### src/rtl/banked_regfile.sv
module banked_regfile #(
  parameter int DW = 32
) (
  input  logic          clk,
  input  logic          rst,
  input  logic [1:0]    mode,
  input  logic [3:0]    rd_a_idx,
  output logic [DW-1:0] rd_a_data,
  input  logic [3:0]    rd_b_idx,
  output logic [DW-1:0] rd_b_data,
  input  logic          wr_en,
  input  logic [3:0]    wr_idx,
  input  logic [DW-1:0] wr_data
);
  localparam int NPHYS    = 27;
  localparam int PW       = $clog2(NPHYS);
  localparam int FIQ_BASE = 16;
  localparam int IRQ_BASE = FIQ_BASE + 7;
  localparam int SVC_BASE = IRQ_BASE + 2;

  localparam logic [1:0] M_FIQ = 2'b01;
  localparam logic [1:0] M_IRQ = 2'b10;
  localparam logic [1:0] M_SVC = 2'b11;

  function automatic logic [PW-1:0] phys_of(input logic [1:0] m, input logic [3:0] r);
    logic [PW-1:0] p;
    p = PW'(r);
    if (m == M_FIQ && r >= 4'd8 && r <= 4'd14)
      p = PW'(FIQ_BASE + int'(r) - 8);
    else if (m == M_IRQ && r >= 4'd13 && r <= 4'd14)
      p = PW'(IRQ_BASE + int'(r) - 13);
    else if (m == M_SVC && r >= 4'd13 && r <= 4'd14)
      p = PW'(SVC_BASE + int'(r) - 13);
    return p;
  endfunction

  logic [DW-1:0] bank [NPHYS];
  logic [PW-1:0] sel_a, sel_b, sel_w;

  assign sel_a = phys_of(mode, rd_a_idx);
  assign sel_b = phys_of(mode, rd_b_idx);
  assign sel_w = phys_of(mode, wr_idx);

  always_ff @(posedge clk) begin
    for (int p = 0; p < NPHYS; p++) begin
      if (rst)
        bank[p] <= '0;
      else if (wr_en && sel_w == PW'(p))
        bank[p] <= wr_data;
    end
  end

  assign rd_a_data = bank[sel_a];
  assign rd_b_data = bank[sel_b];
endmodule

### config.mk
export PLATFORM = sky130hd
export DESIGN_NAME = banked_regfile
export DESIGN_NICKNAME = d
export VERILOG_FILES = /design/src/rtl/banked_regfile.sv
export SDC_FILE = /design/constraint.sdc
export NUM_CORES = 2
export LEC_CHECK = 0
export BUFFER_PORTS_ARGS = -buffer_cell sky130_fd_sc_hd__clkbuf_2
export CAP_MARGIN = 25
export CORE_ASPECT_RATIO = 1.5
export CORE_MARGIN = 5
export CORE_UTILIZATION = 37
export CTS_BUF_LIST = sky130_fd_sc_hd__clkbuf_4 sky130_fd_sc_hd__clkbuf_8 sky130_fd_sc_hd__clkbuf_16
export DETAILED_ROUTE_END_ITERATION = 16
export PLACE_DENSITY = 0.57
export SYNTH_ARGS = -nofsm -noshare
export SYNTH_HDL_FRONTEND = slang
export SYNTH_SLANG_ARGS = --single-unit
export TNS_END_PERCENT = 1
### constraint.sdc
create_clock -name clk -period 5.4 [get_ports clk]
set_input_delay 0.27 -clock clk [delete_from_list [all_inputs] [get_ports clk]]
set_output_delay 0.27 -clock clk [all_outputs]
set_load 0.005 [all_outputs]
==> metrics list <==
* Global-route wire length before repair: 312 mm
- The startpoint identified for the worst hold timing path is wr_data[23].
- From synthesis to final layout, the design area changed by 11.0%.
- The clock passes through at most 3 buffers.
- The H-tree was split into 3 levels.
- The worst setup path is launched from an input port.
- For the finished layout, the period the worst path requires is 4.34 ns.
- Class of the most critical setup path: in2out
- The flow ran to the end, and the final reports show no timing, DRC or antenna violations.
- Number of top-level pins: 113
- Max-cap violations in this run came to 0.
* Share of final-layout standard cells stronger than drive strength 1: 13.3%
* Syn_nets: slightly below 5000
* Count of nets after finishing: approximately 4700
- For this run, the number of Yosys warnings is 0.
* Crit path max fanout: 35
* Tightest Hold Check Type: in2reg
- The max-slew violation total from the final report came to 0.
- Clock-pin slew on the worst setup and hold paths: roughly 0.070 ns
* Critical path buffer and inverter count: 3
- Signal arrival time at the worst endpoint: 4.07 ns
* Power share of the combinational group: around 16%
* Net switching power: just under 5 mW
- Post-layout instance area: 56400 µm²
- Area of placed instances: between 50000 and 60000 µm²
- Setup repair after global routing left no endpoint under its margin.
- The critical path goes through buf_4 > ha_1 > nand4b_2 > a2111oi_4 > or2_4 > buf_4 > mux4_2 > nor2_1 > nor2_1 > o22ai_1 > clkbuf_2.
- The HPWL after detailed placement is about 130 mm.
* Number of hold-repair buffers added at the cts stage: 0
- The worst-case IR drop observed on VDD is 252 µV.
- Global routing used between 20 and 30% of the available tracks.
- Headroom to the max-slew limit came out at 23.9%.
- Post-Place Cells: approximately 6300
* Setup tns final: 0 ns
- The first detailed-routing pass ran for 8 iterations.
- TritonCTS built the clock tree.
- Entering global routing, the biggest net connects about 160 pins.
- Top Family by Delay on Critical Path: simple AND/OR/NAND/NOR gates
* Clock Tree Root: sky130_fd_sc_hd__clkbuf_16
* Synthesized instance count: 4799
- The register with the most flip-flops in the layout has 864 of them.
- After global routing the overflow that remains totals 0.
- Measured along the x axis, the die boundary spans between 300 and 400 µm.
- Counting distinct cell types in the post-synthesis netlist gives 88.
- The count of buffers added on input and output ports is ~110.
- Ranked by flip-flop count, first place goes to bank.
- Counting instances, the worst hold path has a depth of 2.
* Static leakage power: just under 20 nW
- Proportion of synthesized flip-flops having asynchronous set or reset: 0%
* Detail Route Antenna Nets: 0
* Final setup violation count: 0
- The critical path runs through a total of 11 cells.
* Num Clock Sinks: 864
- Net switching is approximately 29% of the power.
- Final hold violation count: 0
- The initial antenna violation count was 30.
* Timing-limited maximum frequency: 231 MHz
- Pwr dens: 303 nW/µm²
- From bottom edge to top edge, the die measures around 460 µm.
- The routed design has about 220 mm of wire.
- In this run the worst setup path begins at rd_a_idx[1].
- Maximum cell stage delay along the critical path: 0.65 ns
* Setup fix buffers added after clock tree synthesis: 0
- Routability-driven placement finished with a final weighted congestion of 0.880.
* Cell with the biggest individual delay on the critical path: sky130_fd_sc_hd__or2_4
* Cell Area, Synth: 50800 µm²
* Routed via count: 43059
- The floorplan step defined a core boundary enclosing 136000 µm².
- Post-cts gate resize count: 0
* Fillers: 12711
- The clock network is responsible for approximately 37% of the overall power.
- In the final layout, the registers with the most flip-flops are bank: 864 flops.
- The worst path uses 80.3% of the clock period.
- For the pin with the worst max-slew slack, the measured transition is approximately 1.1 ns.
* Total DRC errors in the routed layout: 0
- The internal power of the cells totals 12.2 mW.
- For this configuration, the core starts out at a cell density of 37.2%.
- Among all flip-flop cells after synthesis, the most frequent one is sky130_fd_sc_hd__edfxtp_1.
* Total clock buffers created by CTS: 84
* Cell Count, Final, Fillers Out: 6487
- Across the whole layout, storage elements account for approximately 26000 µm².
- Post-synth EDFFs: 864
* Footprint of the multi-input gates: 22900 µm²
- Dividing the detail-routed via count by the number of cells gives 6.64.
- Critical path capture point type: primary output
* Average cell area after synthesis: ~11 µm²
* Share of the yosys chip area belonging to registers: between 50 and 60%
- Starting DRC count in detailed routing: 6283
- The number of global-route vias before repair is 41731.
- Worst Path Required: 5.13 ns
* Sequential cell fraction of total power: 46.9%
- Number of placement rows: approximately 170
- Dividing the detail-routed wire length by the instance count gives 34.4 µm.
- The die covers 145000 µm².
- Synth Register Bits: 864
-- path summary, 6_finish.rpt --
path | endpoint
setup / recovery | rd_a_data[30]
hold / removal | bank[1][23]$_SDFFCE_PN0P_
-- cell usage in the layout, fill, tap and decap left out, types with 31 or more instances in the layout --
master,instances
sky130_fd_sc_hd__and2_1,866
sky130_fd_sc_hd__o32a_1,32
sky130_fd_sc_hd__edfxtp_1,864
sky130_fd_sc_hd__nand2_1,334
sky130_fd_sc_hd__o311a_1,32
sky130_fd_sc_hd__nor3_1,167
sky130_fd_sc_hd__a211oi_1,31
sky130_fd_sc_hd__o22ai_1,158
sky130_fd_sc_hd__or3_1,104
sky130_fd_sc_hd__o221ai_1,99
sky130_fd_sc_hd__o21ai_0,224
sky130_fd_sc_hd__nor2_1,220
sky130_fd_sc_hd__and4_1,32
sky130_fd_sc_hd__o31ai_1,32
sky130_fd_sc_hd__mux2i_1,253
sky130_fd_sc_hd__o211ai_1,130
sky130_fd_sc_hd__clkbuf_2,108
sky130_fd_sc_hd__a221oi_1,60
sky130_fd_sc_hd__o311ai_0,64
sky130_fd_sc_hd__buf_4,128
sky130_fd_sc_hd__clkbuf_16,87
sky130_fd_sc_hd__a32oi_1,61
sky130_fd_sc_hd__and3_1,33
sky130_fd_sc_hd__mux2_2,93
sky130_fd_sc_hd__a21oi_1,71
sky130_fd_sc_hd__nand3_1,131
sky130_fd_sc_hd__buf_12,42
-- through the flow --
step | hold slack (ns) | power [mW] | setup slack [ns] | util, %
after detailed placement | 0.915 | 10.9 | 1.10 | 39.2
after floorplan | 0.468 | 9.60 | 1.81 | -
after CTS | 0.160 | 17.0 | 1.09 | 41.3
final | 0.211 | 17.1 | 1.06 | 41.3
after global routing | 0.239 | 17.5 | 0.951 | 41.3
after global placement | 0.907 | 10.8 | 1.09 | 39.2
-- layout make-up --
class | count | share of cell area [%]
clock inverter | 45 | 0.881
inverter | 8 | 0.0532
tap | 1764 | 3.91
antenna | 13 | 0.0577
timing repair buffer | 282 | 4.27
multi-input combinational | 3402 | 40.7
sequential | 864 | 46.0
clock buffer | 109 | 4.15
-- Yosys cell counts, drive strengths merged, types with 4 or more instances --
master	number	area, µm²
o31ai	33	253
or2	5	33.8
a211oi	31	233
o21ai	227	1140
nor3	186	1050
a21o	9	67.6
o311a	33	330
nand4	7	86.3
nand2	338	1280
o22ai	158	988
ha	15	188
nand2b	5	31.3
o21bai	16	120
a21oi	74	389
mux2	93	1050
a32oi	63	589
clkbuf	315	1200
o211ai	130	976
inv	8	30.0
a31oi	4	31.3
o32a	32	320
o21a	5	37.5
edfxtp	864	25900
o311ai	65	587
o2111ai	4	41.3
nor2	234	888
a221oi	60	526
and4	32	280
nor4	6	58.8
nand4b	4	47.6
or3	104	651
buf	210	1160
o221ai	99	867
mux2i	253	2530
and2	867	5420
and3	34	213
nand3	135	711
nor2b	7	43.8
-- power by group through the flow --
stage	registers [mW]	clock network, mW	logic [mW]
6_report	8.02	6.30	2.79
5_1_grt	8.06	6.57	2.88
4_1_cts	8.02	6.31	2.71
3_5_place_dp	8.16	0	2.70
3_3_place_gp	8.15	0	2.70
2_1_floorplan	8.08	0	1.52
-- cells by family (layout without fill, tap and decap cells) --
| logic type | Yosys count | after routing | share of synthesized area [%] |
|---|---|---|---|
| AND/OR/NAND/NOR | 1977 | 1977 | 21.5 |
| AO/OA/AOI/OAI | 1061 | 1061 | 15.2 |
| flip-flops | 864 | 864 | 51.1 |
| buffers and inverters | 533 | 444 | 4.72 |
| multiplexers | 348 | 348 | 7.14 |
| adder cells (fa/ha/maj) | 15 | 15 | 0.369 |
| XOR/XNOR | 1 | 1 | 0.0172 |
| other | 0 | 13 | 0 |
-- layer usage --
| layer | share of wire [%] | global-route usage (%) |
|---|---|---|
| met5 | 0.037 | 0 |
| met4 | 7.6 | 18.6 |
| met3 | 12 | 7.69 |
| met2 | 45 | 46.4 |
| met1 | 36 | 36.2 |
(Power assumes the default switching activity.)
